**config.mk**
```make
export PLATFORM = sky130hd
export DESIGN_NAME = serialRx
export DESIGN_NICKNAME = d
export VERILOG_FILES = /design/src/rtl/rxPkg.sv /design/src/rtl/rxSync.sv /design/src/rtl/rxCtrl.sv /design/src/rtl/rxDatapath.sv /design/src/rtl/serialRx.sv
export SDC_FILE = /design/constraint.sdc
export NUM_CORES = 1
export LEC_CHECK = 0
export BUFFER_PORTS_ARGS = -buffer_cell sky130_fd_sc_hd__buf_2
export CORE_AREA = 2 2 65 67
export DETAILED_ROUTE_END_ITERATION = 12
export DIE_AREA = 0 0 67 69
export HOLD_SLACK_MARGIN = 0.15
export PLACE_DENSITY = 0.78
export SLEW_MARGIN = 10
export SYNTH_ARGS = -nofsm -noshare
export SYNTH_HDL_FRONTEND = slang
export SYNTH_HIERARCHICAL = 1
export SYNTH_SLANG_ARGS = --single-unit
```
**constraint.sdc**
```tcl
create_clock -name clk -period 2.5 [get_ports clk]
set_input_delay 0.125 -clock clk [delete_from_list [all_inputs] [get_ports clk]]
set_output_delay 0.125 -clock clk [all_outputs]
set_load 0.1 [all_outputs]
```
**src/rtl/rxPkg.sv**
```systemverilog
package rxPkg;

  localparam int DATA_W = 8;
  localparam int IDX_W  = $clog2(DATA_W);

  typedef enum logic [2:0] {
    ST_IDLE,
    ST_START,
    ST_DATA,
    ST_PARITY,
    ST_STOP
  } rxState_t;

  // strobes from control to datapath, at most one active per cycle
  typedef struct packed {
    logic clearFrame;
    logic dataBit;
    logic parityBit;
    logic stopBit;
  } rxStrobes_t;

  function automatic logic [IDX_W:0] dataBitsOf(input logic [2:0] fmt);
    return fmt[2] ? (IDX_W+1)'(DATA_W) : (IDX_W+1)'(DATA_W - 1);
  endfunction

  function automatic logic hasParityOf(input logic [2:0] fmt);
    return !fmt[2] || fmt[1];
  endfunction

  function automatic logic oddParityOf(input logic [2:0] fmt);
    return fmt[0];
  endfunction

endpackage

```
**src/rtl/rxSync.sv**
```systemverilog
module rxSync #(
  parameter int STAGES = 2
) (
  input  logic clk,
  input  logic rstN,
  input  logic asyncIn,
  output logic syncOut
);
  logic [STAGES-1:0] chain;

  generate
    for (genvar i = 0; i < STAGES; i++) begin : gStage
      if (i == 0) begin : gFirst
        always_ff @(posedge clk or negedge rstN)
          if (!rstN) chain[i] <= 1'b1;
          else       chain[i] <= asyncIn;
      end else begin : gNext
        always_ff @(posedge clk or negedge rstN)
          if (!rstN) chain[i] <= 1'b1;
          else       chain[i] <= chain[i-1];
      end
    end
  endgenerate

  assign syncOut = chain[STAGES-1];
endmodule

```
**src/rtl/rxCtrl.sv**
```systemverilog
module rxCtrl import rxPkg::*; #(
  parameter int DIV_MID  = 16,
  parameter int DIV_SLOW = 64,
  localparam int CNT_W   = $clog2(DIV_SLOW)
) (
  input  logic             clk,
  input  logic             rstN,
  input  logic             masterClr,
  input  logic             tick,
  input  logic [1:0]       divSel,
  input  logic [2:0]       fmtSel,
  input  logic             lineIn,
  output rxStrobes_t       strb,
  output logic [IDX_W-1:0] bitIdx
);
  rxState_t         state;
  logic [CNT_W-1:0] cnt;
  logic [CNT_W:0]   divN;
  logic [CNT_W-1:0] lastCnt;
  logic [CNT_W-1:0] halfLast;
  logic [IDX_W-1:0] lastIdx;
  logic             slowMode;
  logic             midHit;

  always_comb begin
    case (divSel)
      2'b01:   divN = (CNT_W+1)'(DIV_MID);
      2'b10:   divN = (CNT_W+1)'(DIV_SLOW);
      default: divN = (CNT_W+1)'(1);
    endcase
  end

  assign slowMode = divSel[0] ^ divSel[1];
  assign lastCnt  = CNT_W'(divN - 1'b1);
  assign halfLast = CNT_W'((divN >> 1) - 1'b1);
  assign lastIdx  = IDX_W'(dataBitsOf(fmtSel) - 1'b1);
  assign midHit   = tick && (cnt == lastCnt);

  always_comb begin
    strb = '0;
    if (!masterClr) begin
      case (state)
        ST_IDLE:   strb.clearFrame = tick && !lineIn && !slowMode;
        ST_START:  strb.clearFrame = tick && (cnt == halfLast) && !lineIn;
        ST_DATA:   strb.dataBit    = midHit;
        ST_PARITY: strb.parityBit  = midHit;
        ST_STOP:   strb.stopBit    = midHit;
        default:   strb = '0;
      endcase
    end
  end

  always_ff @(posedge clk or negedge rstN) begin
    if (!rstN) begin
      state  <= ST_IDLE;
      cnt    <= '0;
      bitIdx <= '0;
    end else if (masterClr) begin
      state  <= ST_IDLE;
      cnt    <= '0;
      bitIdx <= '0;
    end else begin
      case (state)
        ST_IDLE: begin
          if (tick && !lineIn) begin
            cnt    <= '0;
            bitIdx <= '0;
            state  <= slowMode ? ST_START : ST_DATA;
          end
        end
        ST_START: begin
          if (tick) begin
            if (cnt == halfLast) begin
              cnt    <= '0;
              bitIdx <= '0;
              state  <= lineIn ? ST_IDLE : ST_DATA;
            end else begin
              cnt <= cnt + 1'b1;
            end
          end
        end
        ST_DATA, ST_PARITY, ST_STOP: begin
          if (tick) cnt <= midHit ? '0 : cnt + 1'b1;
          if (strb.dataBit) begin
            if (bitIdx == lastIdx)
              state <= hasParityOf(fmtSel) ? ST_PARITY : ST_STOP;
            else
              bitIdx <= bitIdx + 1'b1;
          end
          if (strb.parityBit) state <= ST_STOP;
          if (strb.stopBit)   state <= ST_IDLE;
        end
        default: state <= ST_IDLE;
      endcase
    end
  end
endmodule

```
**src/rtl/rxDatapath.sv**
```systemverilog
module rxDatapath import rxPkg::*; (
  input  logic              clk,
  input  logic              rstN,
  input  logic              masterClr,
  input  rxStrobes_t        strb,
  input  logic [IDX_W-1:0]  bitIdx,
  input  logic [2:0]        fmtSel,
  input  logic              lineIn,
  input  logic              rxTake,
  output logic [DATA_W-1:0] rxData,
  output logic              rxFull,
  output logic              rxDone,
  output logic              frameErr,
  output logic              parityErr,
  output logic              overrun
);
  logic [DATA_W-1:0] frameBuf;
  logic              onesAcc;
  logic              parBit;
  logic              lostChar;
  logic [DATA_W-1:0] loadData;

  assign lostChar = rxFull && !rxTake;
  assign loadData = fmtSel[2] ? frameBuf : {1'b0, frameBuf[DATA_W-2:0]};

  always_ff @(posedge clk or negedge rstN) begin
    if (!rstN) begin
      frameBuf <= '0;
      onesAcc  <= 1'b0;
      parBit   <= 1'b0;
    end else if (masterClr || strb.clearFrame) begin
      frameBuf <= '0;
      onesAcc  <= 1'b0;
      parBit   <= 1'b0;
    end else begin
      if (strb.dataBit) begin
        frameBuf[bitIdx] <= lineIn;
        onesAcc          <= onesAcc ^ lineIn;
      end
      if (strb.parityBit) parBit <= lineIn;
    end
  end

  always_ff @(posedge clk or negedge rstN) begin
    if (!rstN) begin
      rxData    <= '0;
      rxFull    <= 1'b0;
      rxDone    <= 1'b0;
      frameErr  <= 1'b0;
      parityErr <= 1'b0;
      overrun   <= 1'b0;
    end else if (masterClr) begin
      rxData    <= '0;
      rxFull    <= 1'b0;
      rxDone    <= 1'b0;
      frameErr  <= 1'b0;
      parityErr <= 1'b0;
      overrun   <= 1'b0;
    end else begin
      rxDone <= 1'b0;
      if (rxTake) begin
        rxFull  <= 1'b0;
        overrun <= 1'b0;
      end
      if (strb.stopBit) begin
        if (lostChar) begin
          overrun <= 1'b1;
        end else begin
          rxData    <= loadData;
          frameErr  <= !lineIn;
          parityErr <= hasParityOf(fmtSel) &&
                       ((onesAcc ^ parBit) != oddParityOf(fmtSel));
          rxFull    <= 1'b1;
          rxDone    <= 1'b1;
        end
      end
    end
  end
endmodule

```
**src/rtl/serialRx.sv**
```systemverilog
module serialRx import rxPkg::*; #(
  parameter int DIV_MID     = 16,
  parameter int DIV_SLOW    = 64,
  parameter int SYNC_STAGES = 2
) (
  input  logic       clk,
  input  logic       rstN,
  input  logic       rxTick,
  input  logic [1:0] divSel,
  input  logic [2:0] fmtSel,
  input  logic       serialIn,
  input  logic       rxTake,
  output logic [7:0] rxData,
  output logic       rxFull,
  output logic       rxDone,
  output logic       frameErr,
  output logic       parityErr,
  output logic       overrun
);
  logic             lineSync;
  logic             masterClr;
  rxStrobes_t       strb;
  logic [IDX_W-1:0] bitIdx;

  assign masterClr = (divSel == 2'b11);

  rxSync #(.STAGES(SYNC_STAGES)) uSync (
    .clk(clk), .rstN(rstN), .asyncIn(serialIn), .syncOut(lineSync)
  );

  rxCtrl #(.DIV_MID(DIV_MID), .DIV_SLOW(DIV_SLOW)) uCtrl (
    .clk(clk), .rstN(rstN), .masterClr(masterClr), .tick(rxTick),
    .divSel(divSel), .fmtSel(fmtSel), .lineIn(lineSync),
    .strb(strb), .bitIdx(bitIdx)
  );

  rxDatapath uPath (
    .clk(clk), .rstN(rstN), .masterClr(masterClr), .strb(strb),
    .bitIdx(bitIdx), .fmtSel(fmtSel), .lineIn(lineSync), .rxTake(rxTake),
    .rxData(rxData), .rxFull(rxFull), .rxDone(rxDone),
    .frameErr(frameErr), .parityErr(parityErr), .overrun(overrun)
  );
endmodule

```
==> results of run 1 <==
[routing by layer]
layer | wire [um] | part of all wire, % | GRT usage [%] | up-vias
met5 | 0 | 0 | 0 | -
met2 | 2020 | 46 | 33.1 | 34
met4 | 82 | 1.9 | 8.16 | 0
met3 | 167 | 3.8 | 4.89 | 6
li1 | - | - | - | 861
met1 | 2130 | 48 | 29.0 | 841
[repair_timing]
item                                   CTS  global route
setup endpoints to repair                0             0
endpoints found under the hold margin   37             0
hold buffers                             3             0
[worst max-delay path, delay by kind of cell, from the launching register on]
kind / cells / cell delay (ps)
multiplexers: 2 / 480
AND/OR/NAND/NOR: 5 / 910
buffers and inverters: 1 / 180
flip-flops: 1 / 440
[power groups by stage]
stage | combinational, uW | clock, uW | sequential, uW
final | 507 | 543 | 741
after detailed placement | 501 | 0 | 749
after floorplan | 424 | 0 | 710
after CTS | 507 | 555 | 737
after global routing | 571 | 590 | 751
after global placement | 493 | 0 | 749
[layout make-up]
cell class,count,area (sq um),share of cell area (%)
well taps,50,62.6,2.48
clock buffers,6,82.6,3.28
repair buffers,28,163,6.45
flip-flops and latches,37,928,36.8
clock inverters,2,37.5,1.49
multi-input cells,173,1220,48.6
inverters,6,22.5,0.894
[worst paths after layout]
kind	slack [ps]	endpoint
worst min register to register	360	uSync/syncOut
max in group asynchronous	1530	uPath/parityErr
min in group asynchronous	450	uPath/rxData[4]
worst max register to register	370	uPath/frameBuf[0]
worst max-delay path	370	uPath/frameBuf[0]
worst min-delay path	160	uPath/rxData[7]
[registers in the layout, indices dropped and copies added, names as in the netlist]
register / flops
uCtrl/bitIdx: 3
uPath/parBit: 1
uCtrl/cnt: 6
uPath/onesAcc: 1
uPath/rxData: 8
uPath/rxFull: 1
uPath/frameBuf: 8
uPath/rxDone: 1
uCtrl/state: 3
uSync/chain: 1
uSync/syncOut: 1
uPath/parityErr: 1
uPath/overrun: 1
uPath/frameErr: 1
[synthesized netlist by cell type (all sizes together) (2+ instances only)]
master	count	area share [%]
nor2	25	5.1
ha	5	2.8
dfstp	2	2.4
o21ai	8	2.0
a21o	3	1.0
nand3	6	1.3
xnor2	5	2.0
nor4	2	0.56
dfrtp	35	39
and4bb	4	2.2
nand2	20	3.4
xor2	2	0.79
nand4	3	0.84
o211ai	4	1.3
nor3	9	2.0
a31oi	2	0.84
o31ai	3	1.2
or2	2	0.56
buf	3	1.2
mux2	2	1.2
or3b	2	0.90
inv	6	1.0
clkbuf	6	1.1
mux2i	10	4.5
and2	6	1.8
a22o	8	3.1
a32o	4	1.8
nand4b	3	1.2
a21oi	10	2.8
nor2b	4	1.1
nand2b	8	2.6
[per-stage QoR]
stage | hold WS, ps | util, % | cells
after floorplan | -171 | - | 225
after detailed placement | 233 | 60.5 | 291
final | 156 | 64.4 | 302
after global routing | 152 | 64.4 | 302
after global placement | 230 | 60.5 | 291
after CTS | 154 | 64.4 | 302
[cells by family after synthesis]
family          share of synthesized area (%)
simple gates                             27.2
compound gates                           16.6
flops                                    41.7
buf+inv                                  3.32
mux                                      5.68
xor+xnor                                 2.75
fa+ha+maj                                2.81
==> out/qor.yml, run 1 <==
status: "completed"
p_leak_uw: 0.00118
synth_warnings: 6
synth_edf_count: 0
fin_area_sq_um: 2520
cp_data_required_time_ps: 2680
h-tree-depth: 2
final_antenna_net_count: 0
cts_made_buffers: 5
setup_ws_ps: 372
cp_slowest_stage_delay_ps: 440
synth_seq_area_share_pct: 41.7
die_area_sq_um: 4620
timing.rr.start: "uCtrl/cnt[0]"
min_period_ps: 2130
wl_per_cell_um: 14.6
rsz0062_at_grt: "no"
whs_path_depth: 2
wl_um: 4410
total_power_uw: 1790
overflow: 0
worstPathArrival_ps: 2310
io_pins: 23
r2r_cells: 8
tightest_slew_ps: 806
clkPwrFrac_pct: 30.3
min_path_type: "in2reg"
post_cts.repair.setup_buffers: 0
antenna_found_initial: 0
vias_per_cell: 5.77
synthesis.area_sq_um: 2230
avgSynthCellArea_sq_um: 9.89
io_buffers: 22
cts_tree: "built"
hold_start: "fmtSel[2]"
clock.fmax_ghz: 0.470
ir_drop_uv: 630
critPathKind: "reg2reg"
p_sw_share_pct: 34.1
skew_ps: 5.42
crit_path_start: "uCtrl/cnt[0]"
switchingPower_uw: 611
fp-row-count: 23
finalCritPeriodShare_pct: 85.1
hold_viol: 0
dr.pass1.iters: 5
layout_common_cells: "dfrtp_1 (35), nor2_1 (23), buf_2 (22), nand2_1 (20), mux2i_1 (10)"
start_util_pct: 56.9
hpwl_um: 3080
maxSlewViolCount: 0
nets: 266
dp_slack_ps: 409
syn-num-nets: 240
cellInternalPower_uw: 1180
core_region_area_sq_um: 3910
grt_pass1_wl_um: 7690
synth_seq_cells: 37
cp_cell_sequence: "nor4_1, mux2_4, nand2_1, nor3_1, buf_4, nor4b_4, mux2i_1, nor2_1"
worstPathMaxFanout: 9
pwr-share-comb_pct: 28.3
place_area_sq_um: 2370
p_per_area_nw_per_um2: 711
die_x_um: 67
synth_cell_types: 57
grt_pass1_vias: 1611
final_layout_size_suffix_gt1_share_pct: 19.8
cts_resized: 0
first_iter_violations: 125
setup_violations: 0
die_h_um: 69
drcViolationCount: 0
seqPwrFrac_pct: 41.3
clk_latency_ps: 290
synthCells: 225
grt_use_total_pct: 21.5
clockBufferDepth: 2
routed-via-count: 1742
cp_slowest_cell: "dfrtp_1"
num_antenna_cells: 0
n_fill_cell: 327
clock_sinks: 37
synth_ff_type: "dfrtp_1"
path_clk_slew_ps: 70
start_kind: "flop"
worst_setup_path_end_kind: "flop"
max-slew-margin-rel_pct: 46.3
clock-root-buffer: "clkbuf_8"
grt_max_degree: 38
synthToLayoutAreaGrowth_pct: 13.2
cap_violations: 0
place_congestion: 0.874
async_reset_ff_share_pct: 100
setup_tns_ps: 0
final_common_cell: "dfrtp_1"
Power figures use the tool's default switching activity.
==> run 2, diff against run 1 <==
Settings changed: CELL_PAD_IN_SITES_DETAIL_PLACEMENT set to 1, CELL_PAD_IN_SITES_GLOBAL_PLACEMENT set to 2, CORE_AREA 2 2 65 67 to 2 2 81 83, DIE_AREA 0 0 67 69 to 0 0 83 85, PLACE_DENSITY 0.78 to not set, PLACE_DENSITY_LB_ADDON set to 0.1.
==> run 2 against run 1 <==
  * Via count is 2.1% higher
  * Setup slack lost 49 ps
  * Sequential cell count unchanged
==> out/qor.yml, run 2 (synthesis results as in run 1) <==
hold_start: "fmtSel[1]"
hold_end: "uPath/parityErr"
cp_slowest_cell: "dfrtp_1"
rsz0062_at_grt: "no"
wl_per_cell_um: 17.0  # +16%
start_kind: "flop"
worstPathMaxFanout: 9  # unchanged
timing.rr.start: "uCtrl/cnt[0]"
vias_per_cell: 5.36  # -7.2%
clockBufferDepth: 2  # unchanged
clock-root-buffer: "clkbuf_8"
dr.pass1.iters: 4  # -1
reg2reg_setup_slack_ps: 320  # -50 ps
top_regs: "uPath/frameBuf x8, uPath/rxData x8, uCtrl/cnt x6"
clock_sinks: 37  # unchanged
dp_slack_ps: 329  # -80.3 ps
hpwl_um: 3950  # +28%
die_h_um: 85  # +23%
io_buffers: 22  # unchanged
core_region_area_sq_um: 6200  # +59%
min_path_type: "in2reg"
h-tree-depth: 2  # unchanged
cap_violations: 0  # unchanged
final_antenna_net_count: 0  # unchanged
place_congestion: 0.738  # -16%
grt_max_degree: 38  # unchanged
p_leak_uw: 0.00118  # +0.11%
die_area_sq_um: 7060  # +53%
overflow: 0  # unchanged
num_antenna_cells: 0  # unchanged
first_iter_violations: 60  # -52%
start_util_pct: 35.9  # -21 points
setup_tns_ps: 0  # unchanged
clk_latency_ps: 290  # about the same
max-slew-margin-rel_pct: 42.7  # -3.6 points
worst_setup_path_end_kind: "flop"
drcViolationCount: 0  # unchanged
hold_viol: 0  # unchanged
fp-row-count: 29  # +26%
die_x_um: 83  # +24%
finalCritPeriodShare_pct: 87.1  # +1.9 points
clock.fmax_ghz: 0.459  # -2.2%
final_layout_size_suffix_gt1_share_pct: 20.0  # +0.16 points
worstPathArrival_ps: 2360  # +50 ps
nets: 269  # +1.1%
post_cts.repair.setup_buffers: 0  # unchanged
status: "completed"
n_fill_cell: 737  # +130%
cts_tree: "built"
p_per_area_nw_per_um2: 675  # -5.0%
setup_ws_ps: 323  # -48.7 ps
tightest_slew_ps: 860  # +54.2 ps
ir_drop_uv: 298  # -53%
maxSlewViolCount: 0  # unchanged
wl_um: 5640  # +28%
cp_cell_sequence: "nor4_1, mux2_4, nand2_1, nor3_1, buf_4, and4bb_1, mux2i_1, nor2_1"
path_clk_slew_ps: 80  # about the same
grt_use_total_pct: 16.6  # -4.9 points
cp_slowest_stage_delay_ps: 430  # about the same
final_common_cell: "dfrtp_1"
io_pins: 23  # unchanged
r2r_cells: 8  # unchanged
critPathKind: "reg2reg"
timing.rr.end: "uPath/frameBuf[2]"
setup_violations: 0  # unchanged
whs_path_depth: 3  # +1
grt_pass1_vias: 1847  # +15%
cp_data_required_time_ps: 2680  # about the same
synthToLayoutAreaGrowth_pct: 14.7
routed-via-count: 1778  # +2.1%
skew_ps: 6.73  # +1.30 ps
fin_util_pct: 41.1  # -23 points
min_period_ps: 2180  # +48.7 ps
grt_pass1_wl_um: 9340  # +21%
antenna_found_initial: 0  # unchanged
layout_common_cells: "dfrtp_1 (35), nor2_1 (23), buf_2 (22), nand2_1 (20), mux2i_1 (10)"
cts_made_buffers: 5  # unchanged
run 2: what timing repair did:
item | 4_1_cts | 5_1_grt
hold endpoints to repair | 38 | 0
hold buffers | 4 | 0
gates resized for setup | 0 | 0
run 2: how the worst max path moves through the flow:
stage	startpoint	end	slack (ps)	cells past startpoint
floorplan	uCtrl/cnt[4]	uPath/frameBuf[0]	610	8
global placement	uCtrl/cnt[0]	uPath/frameBuf[0]	320	8
detailed placement	uCtrl/cnt[0]	uPath/frameBuf[0]	330	8
CTS	uCtrl/cnt[0]	uPath/frameBuf[0]	310	8
global route	uCtrl/cnt[0]	uPath/frameBuf[2]	110	8
finish	uCtrl/cnt[0]	uPath/frameBuf[2]	320	8
run 2: final cells by class:
class / count / area [sq um] / area share, %
Timing Repair Buffer: 31 / 188 / 7.35
Inverter: 6 / 22.5 / 0.882
Tap cell: 77 / 96.3 / 3.77
Clock buffer: 7 / 86.3 / 3.38
Multi-Input combinational cell: 173 / 1220 / 47.9
Sequential cell: 37 / 928 / 36.4
Clock inverter: 1 / 7.51 / 0.294
run 2: power by group:
part	leakage, uW	internal (uW)	total, uW	switching, uW
clock network	0.0000445	224	446	222
registers	0.000506	643	757	114
logic	0.000629	216	522	306
total	0.00118	1080	1720	641
run 2: layer usage:
metal	vias up	routed length (um)	global-route usage, %
met3	7	116	2.63
met1	876	2720	21.2
met4	0	62	5.51
met5	-	0	0
met2	20	2740	28.9
li1	875	-	-
run 2: critical path, delay by kind of cell (launching register included):
kind,cells,cell delay [ps]
multiplexers,2,460
flip-flops,1,430
buffers and inverters,1,190
AND/OR/NAND/NOR,5,990
run 2: metrics by stage:
| step | total power [uW] | cells | area, sq um | hold slack [ps] |
|---|---|---|---|---|
| 2_1_floorplan | 1130 | 225 | 2230 | -171 |
| 3_3_place_gp | 1280 | 320 | 2420 | 231 |
| 3_5_place_dp | 1290 | 320 | 2420 | 232 |
| 4_1_cts | 1760 | 332 | 2550 | 193 |
| 5_1_grt | 1860 | 332 | 2550 | 212 |
| 6_report | 1720 | 332 | 2550 | 199 |
==> run 3, diff against run 2 <==
Settings changed: CORE_AREA 2 2 81 83 to 2 2 91 93, DIE_AREA 0 0 83 85 to 0 0 93 95.
==> run 3 against run 2 <==
  * Critical path depth is the same
  * Combinational power is 4.6% higher
  * Largest cell class unchanged
  * Critical endpoint is now uPath/frameBuf[0]
  * Highest routed layer unchanged
  * First-iteration DRC count rose by 42%
==> out/qor.yml, run 3 (synthesis results as in run 1) <==
status: "completed"
grt_use_total_pct: 14.8  # -1.8 points
die_area_sq_um: 8840  # +25%
wl_um: 5890  # +4.4%
cp_data_required_time_ps: 2680  # about the same
fin_area_sq_um: 2620  # +2.5%
maxSlewViolCount: 0  # unchanged
grt_pass1_vias: 1868  # +1.1%
final_cells: 362  # +9.0%
n_fill_cell: 952  # +29%
top_regs: "uPath/frameBuf x8, uPath/rxData x8, uCtrl/cnt x6"
start_util_pct: 28.1  # -7.8 points
io_pins: 23  # unchanged
hold_viol: 0  # unchanged
final_antenna_net_count: 0  # unchanged
clk_latency_ps: 300  # about the same
min_period_ps: 2090  # -90.9 ps
finalCritPeriodShare_pct: 83.4  # -3.6 points
worstPathArrival_ps: 2270  # -90 ps
drcViolationCount: 0  # unchanged
skew_ps: 12.7  # +6.02 ps
final_layout_size_suffix_gt1_share_pct: 20.6  # +0.62 points
synthToLayoutAreaGrowth_pct: 17.5
critPathKind: "reg2reg"
ir_drop_uv: 398  # +33%
place_congestion: 0.754  # +2.2%
dr.pass1.iters: 4  # unchanged
cts_tree: "built"
setup_tns_ps: 0  # unchanged
wl_per_cell_um: 16.3  # -4.2%
layout_common_cells: "dfrtp_1 (35), nor2_1 (23), buf_2 (22), nand2_1 (20), mux2i_1 (10)"
max-slew-margin-rel_pct: 41.5  # -1.1 points
rsz0062_at_grt: "no"
die_x_um: 93  # +12%
place_area_sq_um: 2470  # +2.1%
dp.cells: 350  # +9.4%
die_h_um: 95  # +12%
tightest_slew_ps: 877  # +17.2 ps
post_cts.repair.setup_buffers: 0  # unchanged
routed-via-count: 1767  # -0.62%
core_region_area_sq_um: 7930  # +28%
h-tree-depth: 2  # unchanged
p_leak_uw: 0.00120  # +1.8%
antenna_found_initial: 0  # unchanged
cap_violations: 0  # unchanged
clock-root-buffer: "clkbuf_8"
timing.rr.start: "uCtrl/cnt[0]"
final_common_cell: "dfrtp_1"
nets: 271  # +0.74%
clockBufferDepth: 2  # unchanged
p_per_area_nw_per_um2: 697  # +3.1%
worstPathMaxFanout: 9  # unchanged
crit_path_start: "uCtrl/cnt[0]"
vias_per_cell: 4.88  # -8.9%
worst_setup_path_end_kind: "flop"
fp-row-count: 33  # +14%
start_kind: "flop"
grt_max_degree: 38  # unchanged
cts_made_buffers: 5  # unchanged
num_antenna_cells: 0  # unchanged
setup_violations: 0  # unchanged
clock_sinks: 37  # unchanged
grt_pass1_wl_um: 10100  # +8.3%
first_iter_violations: 85  # +42%
hold_start: "fmtSel[1]"
io_buffers: 22  # unchanged
overflow: 0  # unchanged
clock.fmax_ghz: 0.479  # +4.4%
hpwl_um: 4230  # +7.2%
min_path_type: "in2reg"
path_clk_slew_ps: 80  # about the same
[run 3: changes by cell type in the layout (fill, tap and decap cells not counted)]
cell        before  now
clkbuf_8         6    5
buf_4            5    7
clkinvlp_4       1    0
bufinv_16        0    1
clkinv_2         0    1
[run 3: worst max-delay path, cell delays in order (launching register included)]
cell and delay (ps):
dfrtp_1 430, nor4_1 320, mux2_4 240, nand2_1 160
nor3_1 180, buf_4 190, nor4b_4 210, mux2i_1 210
nor2_1 50
[run 3: area by class of cell]
type,count,area (sq um),area share [%]
Inverter,6,22.5,0.861
Tap cell,105,131,5.02
Timing Repair Buffer,33,203,7.75
Sequential cell,37,928,35.5
Multi-Input combinational cell,173,1220,46.8
Clock buffer,6,72.6,2.77
Clock inverter,2,35.0,1.34
[run 3: per-layer routing]
layer / part of all wire [%] / vias to the layer above / global-route usage, % / wire length (um)
met2: 47 / 16 / 24.3 / 2780
met3: 2.0 / 4 / 3.11 / 117
li1: - / 881 / - / -
met4: 0.75 / 0 / 4.04 / 44
met5: 0 / - / 0 / 0
met1: 50 / 866 / 19.9 / 2950
[run 3: path summary, 6_finish.rpt]
kind | slack [ps] | depth (start not counted) | endpoint
worst max-delay path | 410 | 8 | uPath/frameBuf[0]
worst min-delay path | 200 | 3 | uPath/parityErr
worst max register to register | 410 | 8 | uPath/frameBuf[0]
worst min register to register | 360 | 0 | uSync/syncOut
max in group asynchronous | 1450 | 2 | uPath/frameErr
min in group asynchronous | 490 | 2 | uCtrl/state[0]
[run 3: power breakdown]
part	internal, uW	leakage, uW	switching [uW]
sequential	643	0.000506	103
combinational	227	0.000640	319
clock	296	0.0000552	234
[run 3: stage by stage]
| stage | total power, uW | util [%] | worst slack, ps | hold WS (ps) |
|---|---|---|---|---|
| after global placement | 1310 | 31.1 | 443 | 231 |
| after floorplan | 1130 | - | 606 | -171 |
| final | 1820 | 33.0 | 414 | 203 |
| after detailed placement | 1310 | 31.1 | 384 | 232 |
| after CTS | 1870 | 33.0 | 380 | 188 |
| after global routing | 1970 | 33.0 | 166 | 210 |
[run 3: timing repair]
action / CTS / global route
endpoints found under the hold margin: 38 / 0
gates resized for setup: 0 / 0
hold buffers: 4 / 0
